<file path="config.mk">
export PLATFORM = sky130hd
export DESIGN_NAME = adc_avg_seq
export DESIGN_NICKNAME = d
export VERILOG_FILES = /design/src/rtl/adc_avg_pkg.sv /design/src/rtl/adc_avg_ctrl.sv /design/src/rtl/adc_avg_dp.sv /design/src/rtl/adc_avg_seq.sv
export SDC_FILE = /design/constraint.sdc
export NUM_CORES = 1
export LEC_CHECK = 0
export ABC_AREA = 1
export BUFFER_PORTS_ARGS = -buffer_cell sky130_fd_sc_hd__buf_2
export CORE_MARGIN = 2
export CORE_UTILIZATION = 50
export DETAILED_ROUTE_END_ITERATION = 6
export HOLD_SLACK_MARGIN = 0.06
export PLACE_DENSITY = 0.77
export REMOVE_ABC_BUFFERS = 1
export SKIP_CTS_REPAIR_TIMING = 1
export SYNTH_ARGS = -nofsm -noshare
export SYNTH_HDL_FRONTEND = slang
export SYNTH_SLANG_ARGS = --single-unit
</file>
<file path="constraint.sdc">
create_clock -name clk -period 2.8 [get_ports clk]
set_input_delay 0.56 -clock clk [delete_from_list [all_inputs] [get_ports clk]]
set_output_delay 0.56 -clock clk [all_outputs]
set_load 0.02 [all_outputs]
</file>
<file path="src/rtl/adc_avg_pkg.sv">
package adc_avg_pkg;
  localparam int DATA_W = 12;
  localparam int CH_W   = 4;
  localparam int EXP_W  = 3;
  localparam int CFG_W  = 11;

  // register byte offsets
  localparam int OFS_CTRL  = 'h00;
  localparam int OFS_CFG   = 'h04;
  localparam int OFS_STAT  = 'h08;
  localparam int OFS_DATA  = 'h0C;
  localparam int OFS_IEN   = 'h10;
  localparam int OFS_IST   = 'h14;
  localparam int OFS_IDENT = 'h20;

  localparam logic [31:0] IDENT_VALUE = 32'h8000_0008;
  localparam logic [CFG_W-1:0] CFG_MASK = 11'h77F;
  localparam int DONE_BIT = 2;

  // configuration field positions
  localparam int CFG_EXP_LO = 4;
  localparam int CFG_RATE   = 8;
  localparam int CFG_EVAL   = 9;
  localparam int CFG_FMT    = 10;

  typedef enum logic [2:0] {
    ST_IDLE, ST_EVAL, ST_CONV, ST_WAIT, ST_GAP
  } seqState_t;

  typedef struct packed {
    logic clrAcc;
    logic addSample;
    logic publish;
    logic clrData;
  } dpCtl_t;
endpackage

</file>
<file path="src/rtl/adc_avg_ctrl.sv">
module adc_avg_ctrl
  import adc_avg_pkg::*;
#(
  parameter int ADDR_W     = 6,
  parameter int MAX_CH     = 9,
  parameter int EVAL_SHORT = 20,
  parameter int EVAL_LONG  = 40,
  parameter int GAP_FAST   = 4,
  parameter int GAP_SLOW   = 80
) (
  input  logic              clk,
  input  logic              rstN,
  input  logic              busWr,
  input  logic              busRd,
  input  logic [ADDR_W-1:0] busAddr,
  input  logic [31:0]       busWdata,
  input  logic              sampleValid,
  output dpCtl_t            dpCtl,
  output logic [EXP_W-1:0]  actExp,
  output logic              actFmtBin,
  output logic [CH_W-1:0]   muxSel,
  output logic              convStrobe,
  output logic [CFG_W-1:0]  cfgReg,
  output logic              endFlag,
  output logic              ienBit,
  output logic              istBit,
  output logic              irq
);
  localparam int MW1 = (EVAL_LONG > EVAL_SHORT) ? EVAL_LONG : EVAL_SHORT;
  localparam int MW2 = (GAP_SLOW > GAP_FAST) ? GAP_SLOW : GAP_FAST;
  localparam int MAX_WAIT = (MW1 > MW2) ? MW1 : MW2;
  localparam int CNT_W  = $clog2(MAX_WAIT + 1);
  localparam int CONV_W = 1 << EXP_W;
  localparam logic [CNT_W-1:0] EVS_M1 = CNT_W'(EVAL_SHORT - 1);
  localparam logic [CNT_W-1:0] EVL_M1 = CNT_W'(EVAL_LONG - 1);
  localparam logic [CNT_W-1:0] GPF_M1 = CNT_W'(GAP_FAST - 1);
  localparam logic [CNT_W-1:0] GPS_M1 = CNT_W'(GAP_SLOW - 1);

  seqState_t          state;
  logic [CNT_W-1:0]   waitCnt;
  logic [CONV_W-1:0]  convCnt;
  logic [CONV_W-1:0]  lastIdx;
  logic               actEvalShort, actRateFast;
  logic               wrCtrl, softRst, idle, chanOk, startGo;
  logic               sampleTake, lastConv, finish, rdData, istClr;
  logic               unusedWdata;

  assign unusedWdata = ^busWdata[31:CFG_W];

  assign wrCtrl     = busWr && (busAddr == ADDR_W'(OFS_CTRL));
  assign softRst    = wrCtrl && (busWdata[2:1] == 2'b10);
  assign idle       = (state == ST_IDLE);
  assign chanOk     = (cfgReg[CH_W-1:0] <= CH_W'(MAX_CH));
  assign startGo    = wrCtrl && !softRst && busWdata[0] && idle && chanOk;
  assign sampleTake = (state == ST_WAIT) && sampleValid;
  assign lastIdx    = (CONV_W'(1) << actExp) - CONV_W'(1);
  assign lastConv   = (convCnt == lastIdx);
  assign finish     = sampleTake && lastConv && !softRst;
  assign rdData     = busRd && (busAddr == ADDR_W'(OFS_DATA));
  assign istClr     = busWr && (busAddr == ADDR_W'(OFS_IST)) && busWdata[0];

  assign dpCtl.clrAcc    = startGo;
  assign dpCtl.addSample = sampleTake && !softRst;
  assign dpCtl.publish   = finish;
  assign dpCtl.clrData   = softRst;

  assign convStrobe = (state == ST_CONV);
  assign irq        = istBit && ienBit;

  // sequencing
  always_ff @(posedge clk or negedge rstN) begin
    if (!rstN) begin
      state        <= ST_IDLE;
      waitCnt      <= '0;
      convCnt      <= '0;
      muxSel       <= '0;
      actExp       <= '0;
      actFmtBin    <= 1'b0;
      actEvalShort <= 1'b0;
      actRateFast  <= 1'b0;
    end else if (softRst) begin
      state   <= ST_IDLE;
      waitCnt <= '0;
      convCnt <= '0;
    end else begin
      unique case (state)
        ST_IDLE: if (startGo) begin
          state        <= ST_EVAL;
          waitCnt      <= cfgReg[CFG_EVAL] ? EVS_M1 : EVL_M1;
          convCnt      <= '0;
          muxSel       <= cfgReg[CH_W-1:0];
          actExp       <= cfgReg[CFG_EXP_LO +: EXP_W];
          actFmtBin    <= cfgReg[CFG_FMT];
          actEvalShort <= cfgReg[CFG_EVAL];
          actRateFast  <= cfgReg[CFG_RATE];
        end
        ST_EVAL: begin
          if (waitCnt == '0) state <= ST_CONV;
          else waitCnt <= waitCnt - CNT_W'(1);
        end
        ST_CONV: state <= ST_WAIT;
        ST_WAIT: if (sampleTake) begin
          convCnt <= convCnt + CONV_W'(1);
          if (lastConv) begin
            state <= ST_IDLE;
          end else begin
            state   <= ST_GAP;
            waitCnt <= actRateFast ? GPF_M1 : GPS_M1;
          end
        end
        ST_GAP: begin
          if (waitCnt == '0) begin
            state   <= ST_EVAL;
            waitCnt <= actEvalShort ? EVS_M1 : EVL_M1;
          end else begin
            waitCnt <= waitCnt - CNT_W'(1);
          end
        end
        default: state <= ST_IDLE;
      endcase
    end
  end

  // software-visible state
  always_ff @(posedge clk or negedge rstN) begin
    if (!rstN) begin
      cfgReg  <= '0;
      ienBit  <= 1'b0;
      istBit  <= 1'b0;
      endFlag <= 1'b0;
    end else begin
      if (busWr && (busAddr == ADDR_W'(OFS_CFG))) cfgReg <= busWdata[CFG_W-1:0] & CFG_MASK;
      if (busWr && (busAddr == ADDR_W'(OFS_IEN))) ienBit <= busWdata[0];

      if (softRst)              endFlag <= 1'b0;
      else if (finish)          endFlag <= 1'b1;
      else if (startGo || rdData) endFlag <= 1'b0;

      if (softRst)                 istBit <= 1'b0;
      else if (finish && ienBit)   istBit <= 1'b1;
      else if (istClr)             istBit <= 1'b0;
    end
  end

  // convert request is a single-cycle pulse
  a_r4_strobe_pulse: assert property (@(posedge clk) disable iff (!rstN)
    convStrobe |=> !convStrobe);
  // a strobe is always preceded by the evaluation phase
  a_r4_strobe_after_eval: assert property (@(posedge clk) disable iff (!rstN)
    $rose(convStrobe) |-> $past(state) == ST_EVAL);
  // channel select holds steady while converting
  a_r3_mux_steady: assert property (@(posedge clk) disable iff (!rstN)
    (!idle && !startGo) |=> $stable(muxSel));
  // an out-of-range channel never starts a run
  a_r8_bad_channel: assert property (@(posedge clk) disable iff (!rstN)
    (wrCtrl && busWdata[0] && !softRst && idle && !chanOk) |=> state == ST_IDLE);
  // a start during evaluation does not restart the countdown
  a_r7_busy_ignored: assert property (@(posedge clk) disable iff (!rstN)
    (state == ST_EVAL && wrCtrl && !softRst && waitCnt != '0) |=> waitCnt == $past(waitCnt) - CNT_W'(1));
  // accepted start drops the completion flag
  a_r6_flag_clears_on_start: assert property (@(posedge clk) disable iff (!rstN)
    startGo |=> !endFlag);
  // interrupt status only rises at an enabled completion
  a_r9_irq_source: assert property (@(posedge clk) disable iff (!rstN)
    $rose(istBit) |-> $past(finish && ienBit));
  // soft reset leaves the block idle with flags clear
  a_r10_soft_reset: assert property (@(posedge clk) disable iff (!rstN)
    softRst |=> (state == ST_IDLE) && !endFlag && !istBit);
endmodule

</file>
<file path="src/rtl/adc_avg_dp.sv">
module adc_avg_dp
  import adc_avg_pkg::*;
(
  input  logic              clk,
  input  logic              rstN,
  input  dpCtl_t            dpCtl,
  input  logic [DATA_W-1:0] sampleData,
  input  logic [EXP_W-1:0]  actExp,
  input  logic              actFmtBin,
  output logic [DATA_W-1:0] dataOut
);
  localparam int SUM_W = DATA_W + (1 << EXP_W) - 1;

  logic [SUM_W-1:0]  accReg;
  logic [SUM_W-1:0]  sumNext;
  logic [SUM_W-1:0]  shifted;
  logic [DATA_W-1:0] avgVal;
  logic [DATA_W-1:0] fmtVal;

  assign sumNext = accReg + SUM_W'(sampleData);
  assign shifted = sumNext >> actExp;
  assign avgVal  = shifted[DATA_W-1:0];

  generate
    if (DATA_W > 1) begin : g_fmt
      assign fmtVal = actFmtBin ? avgVal : {~avgVal[DATA_W-1], avgVal[DATA_W-2:0]};
    end else begin : g_fmt1
      assign fmtVal = actFmtBin ? avgVal : ~avgVal;
    end
  endgenerate

  always_ff @(posedge clk or negedge rstN) begin
    if (!rstN) begin
      accReg  <= '0;
      dataOut <= '0;
    end else begin
      if (dpCtl.clrAcc)         accReg <= '0;
      else if (dpCtl.addSample) accReg <= sumNext;

      if (dpCtl.clrData)      dataOut <= '0;
      else if (dpCtl.publish) dataOut <= fmtVal;
    end
  end

  // the running sum never wraps
  a_r5_no_wrap: assert property (@(posedge clk) disable iff (!rstN)
    dpCtl.addSample |-> sumNext >= accReg);
  // soft reset empties the data word
  a_r10_data_cleared: assert property (@(posedge clk) disable iff (!rstN)
    dpCtl.clrData |=> dataOut == '0);
endmodule

</file>
<file path="src/rtl/adc_avg_seq.sv">
module adc_avg_seq
  import adc_avg_pkg::*;
#(
  parameter int ADDR_W     = 6,
  parameter int MAX_CH     = 9,
  parameter int EVAL_SHORT = 20,
  parameter int EVAL_LONG  = 40,
  parameter int GAP_FAST   = 4,
  parameter int GAP_SLOW   = 80
) (
  input  logic              clk,
  input  logic              rstN,
  input  logic              busWr,
  input  logic              busRd,
  input  logic [ADDR_W-1:0] busAddr,
  input  logic [31:0]       busWdata,
  output logic [31:0]       busRdata,
  output logic [3:0]        muxSel,
  output logic              convStrobe,
  input  logic              sampleValid,
  input  logic [11:0]       sampleData,
  output logic              irq
);
  dpCtl_t             dpCtl;
  logic [EXP_W-1:0]   actExp;
  logic               actFmtBin;
  logic [CFG_W-1:0]   cfgReg;
  logic               endFlag, ienBit, istBit;
  logic [DATA_W-1:0]  dataOut;

  adc_avg_ctrl #(
    .ADDR_W(ADDR_W), .MAX_CH(MAX_CH),
    .EVAL_SHORT(EVAL_SHORT), .EVAL_LONG(EVAL_LONG),
    .GAP_FAST(GAP_FAST), .GAP_SLOW(GAP_SLOW)
  ) uCtrl (
    .clk(clk), .rstN(rstN), .busWr(busWr), .busRd(busRd),
    .busAddr(busAddr), .busWdata(busWdata), .sampleValid(sampleValid),
    .dpCtl(dpCtl), .actExp(actExp), .actFmtBin(actFmtBin),
    .muxSel(muxSel), .convStrobe(convStrobe), .cfgReg(cfgReg),
    .endFlag(endFlag), .ienBit(ienBit), .istBit(istBit), .irq(irq)
  );

  adc_avg_dp uDp (
    .clk(clk), .rstN(rstN), .dpCtl(dpCtl), .sampleData(sampleData),
    .actExp(actExp), .actFmtBin(actFmtBin), .dataOut(dataOut)
  );

  always_comb begin
    busRdata = '0;
    unique case (busAddr)
      ADDR_W'(OFS_CFG):   busRdata[CFG_W-1:0]  = cfgReg;
      ADDR_W'(OFS_STAT):  busRdata[DONE_BIT]   = endFlag;
      ADDR_W'(OFS_DATA):  busRdata[DATA_W-1:0] = dataOut;
      ADDR_W'(OFS_IEN):   busRdata[0]          = ienBit;
      ADDR_W'(OFS_IST):   busRdata[0]          = istBit;
      ADDR_W'(OFS_IDENT): busRdata             = IDENT_VALUE;
      default:            busRdata             = '0;
    endcase
  end
endmodule

</file>
==> flow_summary.toml, run 1 <==
[critical_path]
arrival_ns = 2.77
crit_type = "flip-flop to flip-flop"
slowest_delay_ns = 0.44
cp_slowest_cell = "dfrtp_1"
crit_chain = "inv_1, nor2_1, nand2_1, ha_1, xor2_1, or2_1, nand2_1, nor2_1, o2111ai_1, nor2_1, nand3_1, nand2_2, nand2_2, o21ai_1, nand2_1"
crit_path_end_kind = "flip-flop"
critPathRequiredTime_ns = 3.08
crit_fanout = 7
crit_path_start_kind = "flip-flop"

[power_and_ir_drop]
ir_worst_vdd_uv = 589
p_per_area_nw_per_um2 = 881
p_leak_nw = 3.12

[timing]
final.setup.tns_ns = 0
setup_slack_ns = 0.308
worst_pin_slew_ns = 0.929
fin_crit_sh_pct = 89.0
fmax_mhz = 401
max_slew_margin_pct = 38.1
layout_min_cycle_time_ns = 2.49
drv_slew = 0
fin_worst_skew_ns = 0.0100
setup_violations = 0
rsz0062_at_grt = "false"
hold_viol = 0

[cts]
cts_buffers = 9
ctsRootBufferMaster = "clkbuf_8"
h-tree-depth = 3
cts.path.max_buffers = 2
worstSkewPairLatency_ns = 0.38
clock_sink_count = 72
cts_tree = "yes"
clk_pin_slew_ns = 0.09

[placement]
routabilityCongestion = 0.886
dpl.cell_count = 972
place_area_um2 = 5740
hpwlAfterDp_mm = 9.66
port_buffers = 51
post-place-ws_ns = 0.144

[grt]
antenna_found_initial = 0
grt_max_degree = 73
grt_overflow_total = 0
grt_pass1_wl_mm = 21.6
grt_pass1_vias = 4820
grt.total_usage_pct = 23.4

[final_layout]
fin_util_pct = 56.9
fin_cells = 988
post-route-cell-area_um2 = 5930
nNetsFinal = 918
area_growth_pct = 10.0
antenna_cells = 0
drive_above_1_share_pct = 15.0
n_fill_cell = 1009

[floorplanning]
design.core.area_um2 = 10400
initial_core_util_pct = 51.7
die_w_um = 108
die_h_um = 108
ios = 93
rows = 37
die_area_um2 = 11600

[yosys]
synth_top_area_share_pct = 33.4
synth_area_leaders = "dfrtp_1, nand2_1, nand3_1"
yosys.cell_count.top_type = "nand2_1"
ys_seq_area_share_pct = 33.4
async_flop_share_pct = 100
synth_common_cells = "nand2_1, inv_1, nand3_1"
ys_types = 48
ys_warn_count = 0
synth_ff_type = "dfrtp_1"
synthCells = 793
synth_area_um2 = 5390
avgSynthCellArea_um2 = 6.80
ys_seq_elements = 72
netlist.top_cell.by_area = "dfrtp_1"
synth-edff-count = 0

[detailed_routing]
via_count = 5143
ant_nets = 0
via_per_inst = 5.21
wl_per_cell_um = 12.8
drt_pass1_iterations = 5
drc = 0
dr.first_iter.drc_count = 359
drt_wl_total_mm = 12.7

[run_status]
status = "completed"

[hold_path]
hold_class = "primary input to asynchronous set/reset pin"

[flow_run]
drv_cap = 0
cells by family after synthesis:
logic type                 synth area share (%)
adders and majority gates                  3.85
and+or+nand+nor                            35.6
AOI/OAI and AO/OA                          12.1
other                                    0.0696
DFF                                        33.4
buffers and inverters                      12.2
xor gates and xnor gates                   2.72
routing by layer:
| layer | share of wire (%) | track usage, % |
|---|---|---|
| met2 | 45 | 38.1 |
| met4 | 1.6 | 8.61 |
| met1 | 48 | 31.3 |
| met5 | 0 | 0 |
| met3 | 4.6 | 3.75 |
stage by stage:
stage	power (mW)	hold slack (ns)
2_1_floorplan	3.75	0.264
3_3_place_gp	4.35	0.464
3_5_place_dp	4.39	0.468
4_1_cts	5.23	0.343
5_1_grt	5.73	0.395
6_report	5.22	0.296
path summary, 6_finish.rpt:
| check | depth (start not counted) | slack (ns) | to | startpoint |
|---|---|---|---|---|
| setup / recovery | 15 | 0.31 | uCtrl.waitCnt[4] | uCtrl.actExp[0] |
| hold / removal | 1 | 0.30 | uDp.accReg[16] | rstN |
| setup reg to reg | 15 | 0.31 | uCtrl.waitCnt[4] | uCtrl.actExp[0] |
| hold reg to reg | 2 | 0.49 | uDp.dataOut[2] | uDp.dataOut[2] |
| max in group asynchronous | 1 | 1.88 | uDp.accReg[1] | rstN |
| min in group clk | 3 | 0.42 | uCtrl.cfgReg[5] | busWdata[5] |
final cells by class:
cell class | instances | area (um2) | area share, %
Inverter | 109 | 414 | 6.98
Multi-Input combinational cell | 590 | 3000 | 50.5
Clock inverter | 7 | 61.3 | 1.03
Tap cell | 136 | 170 | 2.87
Timing Repair Buffer | 65 | 363 | 6.12
Sequential cell | 72 | 1800 | 30.4
Clock buffer | 9 | 124 | 2.09
critical path: cells and delay by family, from the launching register on:
| kind | cells | cell delay, ns |
|---|---|---|
| buffers and inverters | 1 | 0.08 |
| and+or+nand+nor | 10 | 1.24 |
| AOI/OAI and AO/OA | 2 | 0.20 |
| xor gates and xnor gates | 1 | 0.19 |
| adders and majority gates | 1 | 0.24 |
| DFF | 1 | 0.44 |
sequential cells by signal, summed over array words and instances (netlist names), 3 cells and up:
signal	flops
uDp.accReg	19
uDp.dataOut	12
uCtrl.cfgReg	10
uCtrl.convCnt	8
uCtrl.waitCnt	7
uCtrl.muxSel	4
uCtrl.actExp	3
uCtrl.state	3
cells in the final DEF (no fill, tap or decap), types with 3 or more instances in the layout:
cell type    n
nor2_1      58
ha_1        15
conb_1      19
nand2_2      5
clkbuf_8     9
nand3b_1     3
nand2_1    204
nand3_2      3
o21ai_0     48
o21ai_1     20
nand4_1     12
xor2_1      10
o22ai_1      7
nor4_1       3
a21oi_1     26
buf_4       15
inv_2       13
nor3_1      18
dfrtp_1     72
o21ai_2      3
nand3_1     93
nor2_2       5
nor3_2       3
or2_2        3
xnor2_1      3
inv_1       94
inv_6        3
nor2_4       4
buf_2       50
o2111ai_1    3
where the power goes:
| group | internal (mW) | leakage (nW) | switching (mW) | total (mW) |
|---|---|---|---|---|
| Sequential | 1.37 | 0.905 | 0.243 | 1.61 |
| Clock | 0.338 | 0.0888 | 0.486 | 0.824 |
| Combinational | 0.976 | 2.13 | 1.81 | 2.79 |
Note: power is estimated with default switching activity, not from simulation.
==> run 2, diff against run 1 <==
--- a/config.mk
+++ b/config.mk
@@ -5,15 +5,15 @@
 export SDC_FILE = /design/constraint.sdc
 export NUM_CORES = 1
 export LEC_CHECK = 0
-export ABC_AREA = 1
 export BUFFER_PORTS_ARGS = -buffer_cell sky130_fd_sc_hd__buf_2
 export CORE_MARGIN = 2
 export CORE_UTILIZATION = 50
 export DETAILED_ROUTE_END_ITERATION = 6
-export HOLD_SLACK_MARGIN = 0.06
+export HOLD_SLACK_MARGIN = 0.02
 export PLACE_DENSITY = 0.77
 export REMOVE_ABC_BUFFERS = 1
 export SKIP_CTS_REPAIR_TIMING = 1
+export SKIP_LAST_GASP = 1
 export SYNTH_ARGS = -nofsm -noshare
 export SYNTH_HDL_FRONTEND = slang
 export SYNTH_SLANG_ARGS = --single-unit
==> run 2 against run 1 <==
Clock-buffer cell count up 2. Sequential share of layout area down 2.7 points. Worst setup slack worse by 0.48 ns. Via count down 0.97%. Area after synthesis down 0.98%. Sequential cell count unchanged. The flow now finishes with violations (setup timing). Design area up 9.6%. Final cell count down 13%. Sequential power down 27%.
==> flow_summary.toml, run 2 <==
[critical_path]
cp_slowest_cell = "mux4_2"
crit_type = "flip-flop to flip-flop"
crit_path_end_kind = "flip-flop"
cp_num_cells = 11
arrival_ns = 3.27
critPathRequiredTime_ns = 3.10
timing.reg2reg.worst_path_depth = 11
r2r_start = "uDp.accReg[0]"
worstSetupStartpoint = "uDp.accReg[0]"
crit_buf_inv = 1
crit_chain = "ha_2, inv_2, fa_2, nand2b_4, a21o_1, a21bo_2, o211ai_4, nand2_2, a221o_1, mux4_2, o21ai_2"
crit_fanout = 7
timing.rr.end = "uDp.dataOut[9]"
cp_top_family = "compound AO/OA/AOI/OAI gates"
slowest_delay_ns = 0.48
endpoint = "uDp.dataOut[9]"
crit_path_start_kind = "flip-flop"
r2r_slack_ns = -0.17

[cts]
cts_tree = "yes"
h-tree-depth = 3
clk_pin_slew_ns = 0.08
ctsRootBufferMaster = "clkbuf_8"
cts_buffers = 9
clock_sink_count = 72
worstSkewPairLatency_ns = 0.37
cts.path.max_buffers = 2

[placement]
dpl.cell_count = 840
port_buffers = 51
routabilityCongestion = 0.892
hpwlAfterDp_mm = 10.2

[yosys]
ys_seq_elements = 72
synth_ff_type = "dfrtp_1"
synthSimpleGateAreaFrac_pct = 20.6
avgSynthCellArea_um2 = 8.61
synthAdderAreaFrac_pct = 3.89
async_flop_share_pct = 100
synth_top_area_share_pct = 33.8
synthCells = 620
yosys.cell_count.top_type = "dfrtp_1"
synth_xor_area_share_pct = 3.28
synth_area_um2 = 5340
synth_top_family_by_area = "compound AO/OA/AOI/OAI gates"
ys_types = 73
synth_compound_area_share_pct = 21.1
synthMuxAreaShare_pct = 10.4
synth_common_cells = "dfrtp_1, nand2_1, nor2_1"
ys_warn_count = 0
synth-edff-count = 0
synth_area_leaders = "dfrtp_1, mux2_2, o21ai_0"
netlist.top_cell.by_area = "dfrtp_1"
ys_seq_area_share_pct = 33.8

[final_layout]
drive_above_1_share_pct = 31.3
largest_reg_flops = 19
final_common_cell = "buf_4"
area_growth_pct = 21.8
regMostFlops = "uDp.accReg"
mostFrequentLayoutCells = "buf_4, dfrtp_1, nand2_1"
antenna_cells = 0
reg.largest.list = "uDp.accReg x19, uDp.dataOut x12, uCtrl.cfgReg x10"
n_fill_cell = 842
nNetsFinal = 793
fin_cells = 861

[detailed_routing]
drc = 0
via_per_inst = 5.92
ant_nets = 0
drt_wl_total_mm = 14.3
via_count = 5093
wl_per_cell_um = 16.7
dr.first_iter.drc_count = 489
drt_pass1_iterations = 5

[run_status]
violations = "setup timing"
status = "finished, violations left"

[timing]
hold_viol = 0
fin_crit_sh_pct = 106
layout_min_cycle_time_ns = 2.97
setup_violations = 17
max_slew_margin_pct = 63.5
fmax_mhz = 337
setup_slack_ns = -0.168
fin_worst_skew_ns = 0.0104
worst_pin_slew_ns = 0.546
final.setup.tns_ns = -1.20
drv_slew = 0
rsz0062_at_grt = "true"
hold-worst-slack_ns = 0.207

[grt]
grt_pass1_wl_mm = 23.0
grt_max_degree = 73
grt_pass1_vias = 4736
grt.total_usage_pct = 25.2
grt_overflow_total = 0
antenna_found_initial = 0

[power_and_ir_drop]
p_leak_nw = 3.14
ir_worst_vdd_uv = 249
p_per_area_nw_per_um2 = 386
power.total_mw = 2.51

[floorplanning]
die_area_um2 = 11500
ios = 93
initial_core_util_pct = 51.7
die_w_um = 107
design.core.area_um2 = 10300
die_h_um = 107
rows = 37

[flow_run]
drv_cap = 0

[hold_path]
hold_class = "primary input to asynchronous set/reset pin"
[run 2: changes by cell type in the layout (fill, tap and decap cells not counted), moves of 8 or more]
cell	delta
nand2_1	-148
nand3_1	-64
buf_4	+58
mux2_2	+23
a21o_1	+8
a21oi_1	+14
inv_2	-11
o21ai_1	-14
mux2i_1	+14
and3_1	+13
nor2_1	-8
inv_1	-80
[run 2: cells by family (layout without fill, tap and decap cells)]
logic type / count (synthesis) / count (layout)
XOR/XNOR: 20 / 20
flip-flops: 72 / 72
other: 1 / 19
multiplexers: 44 / 44
buffers and inverters: 76 / 163
AO/OA/AOI/OAI: 168 / 168
AND/OR/NAND/NOR: 223 / 223
adder cells (fa/ha/maj): 16 / 16
[run 2: final cells by class]
type,count,area (um2),share of cell area (%)
clock inverters,3,43.8,0.674
multi-input cells,490,3390,52.1
inverters,18,72.6,1.12
well taps,136,170,2.62
flip-flops and latches,72,1800,27.7
repair buffers,131,895,13.8
clock buffers,11,131,2.02
[run 2: power breakdown]
group / internal (mW) / switching, mW
clock: 0.404 / 0.405
combinational: 0.239 / 0.281
sequential: 1.10 / 0.0777
total: 1.74 / 0.763
[run 2: metrics by stage]
step                setup WS (ns)  area (um2)  utilization, %
global route               -0.259        6500            63.0
detailed placement         -0.502        6090            59.0
finish                     -0.168        6500            63.0
floorplan                  -0.564        5100               -
global placement           -0.422        6090            59.0
CTS                        -0.317        6260            60.7
[run 2: how the worst min path moves through the flow]
stage                              start                 end  cells after the start
after detailed placement  uDp.dataOut[6]      uDp.dataOut[6]                      2
after global routing                rstN    uCtrl.waitCnt[4]                      2
after CTS                           rstN    uCtrl.convCnt[4]                      2
final                               rstN    uCtrl.waitCnt[4]                      2
after global placement    uDp.dataOut[9]      uDp.dataOut[9]                      2
after floorplan                     rstN  uCtrl.actEvalShort                      0
[run 2: metal layers]
layer,up-vias,GRT usage [%],share of wire [%]
met2,208,42.9,49
met1,2450,32.9,44
met5,-,0,0
met4,0,8.35,1.9
li1,2410,-,-
met3,25,3.63,6.0
==> run 3, diff against run 2 <==
--- a/config.mk
+++ b/config.mk
@@ -7,10 +7,11 @@
 export LEC_CHECK = 0
 export BUFFER_PORTS_ARGS = -buffer_cell sky130_fd_sc_hd__buf_2
 export CORE_MARGIN = 2
-export CORE_UTILIZATION = 50
+export CORE_UTILIZATION = 57
+export CTS_CLUSTER_SIZE = 16
 export DETAILED_ROUTE_END_ITERATION = 6
 export HOLD_SLACK_MARGIN = 0.02
-export PLACE_DENSITY = 0.77
+export PLACE_DENSITY = 0.86
 export REMOVE_ABC_BUFFERS = 1
 export SKIP_CTS_REPAIR_TIMING = 1
 export SKIP_LAST_GASP = 1
==> run 3 against run 2 <==
The flow still finishes with violations (setup timing). Utilization rose by 8.5 points. Largest power group unchanged. Non-clock buffer count rose by 6. Sequential power barely moved. Via count rose by 7.0%. Critical path depth rose by 1. Design area rose by 0.63%. Global-route usage rose by 3.4 points. Sequential cell count did not move. Clock skew rose by 0.0046 ns. Worst setup slack got worse by 0.12 ns. Sequential share of layout area fell by 0.19 points. Highest routed layer unchanged. Die area fell by 12%.
==> flow_summary.toml, run 3 (synthesis gave the netlist of run 2 again) <==
[detailed_routing]
wl_per_cell_um = 18.4
drt_wl_total_mm = 15.5
ant_nets = 0
drt_pass1_iterations = 7
via_per_inst = 6.45
drc = 0
dr.first_iter.drc_count = 638
via_count = 5447

[timing]
max_slew_margin_pct = 62.8
layout_min_cycle_time_ns = 3.08
worst_pin_slew_ns = 0.557
fin_crit_sh_pct = 110
drv_slew = 0
rsz0062_at_grt = "true"
fmax_mhz = 324
setup_slack_ns = -0.283
setup_violations = 11
hold_viol = 0
fin_worst_skew_ns = 0.0150

[floorplanning]
die_w_um = 101
ios = 93
die_area_um2 = 10200
initial_core_util_pct = 58.3
rows = 35
design.core.area_um2 = 9150
die_h_um = 101

[final_layout]
antenna_cells = 0
reg.largest.list = "uDp.accReg x19, uDp.dataOut x12, uCtrl.cfgReg x10"
post-route-cell-area_um2 = 6540
multi_input_area_um2 = 3390
ff_latch_area_um2 = 1800
final_common_cell = "buf_4"
fin_util_pct = 71.5
largest_reg_flops = 19
drive_above_1_share_pct = 31.4
fin_cells = 844
nNetsFinal = 799
regMostFlops = "uDp.accReg"
n_fill_cell = 604
mostFrequentLayoutCells = "buf_4, dfrtp_1, nand2_1"
area_growth_pct = 22.6

[critical_path]
crit_path_end_kind = "flip-flop"
critPathRequiredTime_ns = 3.08
crit_path_start_kind = "flip-flop"
r2r_slack_ns = -0.28
timing.reg2reg.worst_path_depth = 12
timing.rr.end = "uDp.dataOut[8]"
r2r_start = "uDp.accReg[0]"
arrival_ns = 3.37
crit_fanout = 8
crit_type = "flip-flop to flip-flop"

[placement]
place_area_um2 = 6070
post-place-ws_ns = -0.513
port_buffers = 51
routabilityCongestion = 0.998
hpwlAfterDp_mm = 10.7
dpl.cell_count = 816

[cts]
cts.path.max_buffers = 2
cts_tree = "yes"
worstSkewPairLatency_ns = 0.36
clk_pin_slew_ns = 0.08
h-tree-depth = 3
clock_sink_count = 72
ctsRootBufferMaster = "clkbuf_8"
cts_buffers = 9

[grt]
grt.total_usage_pct = 28.6
grt_max_degree = 35
grt_pass1_wl_mm = 23.3
grt_overflow_total = 0
grt_pass1_vias = 4936
antenna_found_initial = 0

[power_and_ir_drop]
ir_worst_vdd_uv = 245
p_leak_nw = 3.17
p_per_area_nw_per_um2 = 398

[run_status]
violations = "setup timing"
status = "finished, violations left"

[hold_path]
hold_class = "primary input to asynchronous set/reset pin"

[flow_run]
drv_cap = 0
-- run 3: how the worst max path moves through the flow --
stage,start,endpoint,slack [ns],cells past startpoint
after floorplan,uCtrl.actExp[0],uCtrl.waitCnt[5],-0.56,13
after global placement,sampleData[0],uDp.dataOut[9],-0.42,12
after detailed placement,sampleData[0],uDp.dataOut[11],-0.51,14
after CTS,uCtrl.actExp[2],uDp.dataOut[3],-0.45,11
after global routing,uDp.accReg[0],uDp.dataOut[8],-0.37,12
final,uDp.accReg[0],uDp.dataOut[8],-0.28,12
-- run 3: area by class of cell --
cell class / count / share of cell area (%)
Clock buffer: 11 / 2.16
Clock inverter: 5 / 0.861
Inverter: 18 / 1.07
Multi-Input combinational cell: 490 / 51.7
Sequential cell: 72 / 27.5
Tap cell: 111 / 2.12
Timing Repair Buffer: 137 / 14.5
-- run 3: metrics by stage --
step | total power, mW | TNS [ns] | hold slack (ns)
floorplan | 1.48 | -8.65 | 0.264
global placement | 1.65 | -4.15 | 0.473
detailed placement | 1.69 | -6.41 | 0.479
CTS | 2.52 | -6.66 | 0.160
global route | 2.70 | -3.75 | 0.190
finish | 2.60 | -1.28 | 0.169
-- run 3: power breakdown --
part / switching [mW] / internal [mW]
clock network: 0.416 / 0.435
logic: 0.312 / 0.260
registers: 0.0821 / 1.10
total: 0.809 / 1.80
-- run 3: layer usage --
metal  GRT usage [%]  up-vias  wire, um
met5               0        -         0
met4            10.7        0       520
met3            4.65       81      1390
met2            48.5      354      7680
met1            36.7     2592      5920
li1                -     2420         -
-- run 3: worst max-delay path, cell delays in order, from the launching register on --
cell      delay, ns
dfrtp_1        0.36
ha_2           0.19
inv_2          0.04
fa_2           0.34
nand2b_4       0.15
a21o_1         0.21
a21bo_2        0.23
o211ai_4       0.31
nand2_2        0.13
xor2_1         0.17
mux4_2         0.47
mux2i_2        0.21
a22o_1         0.20
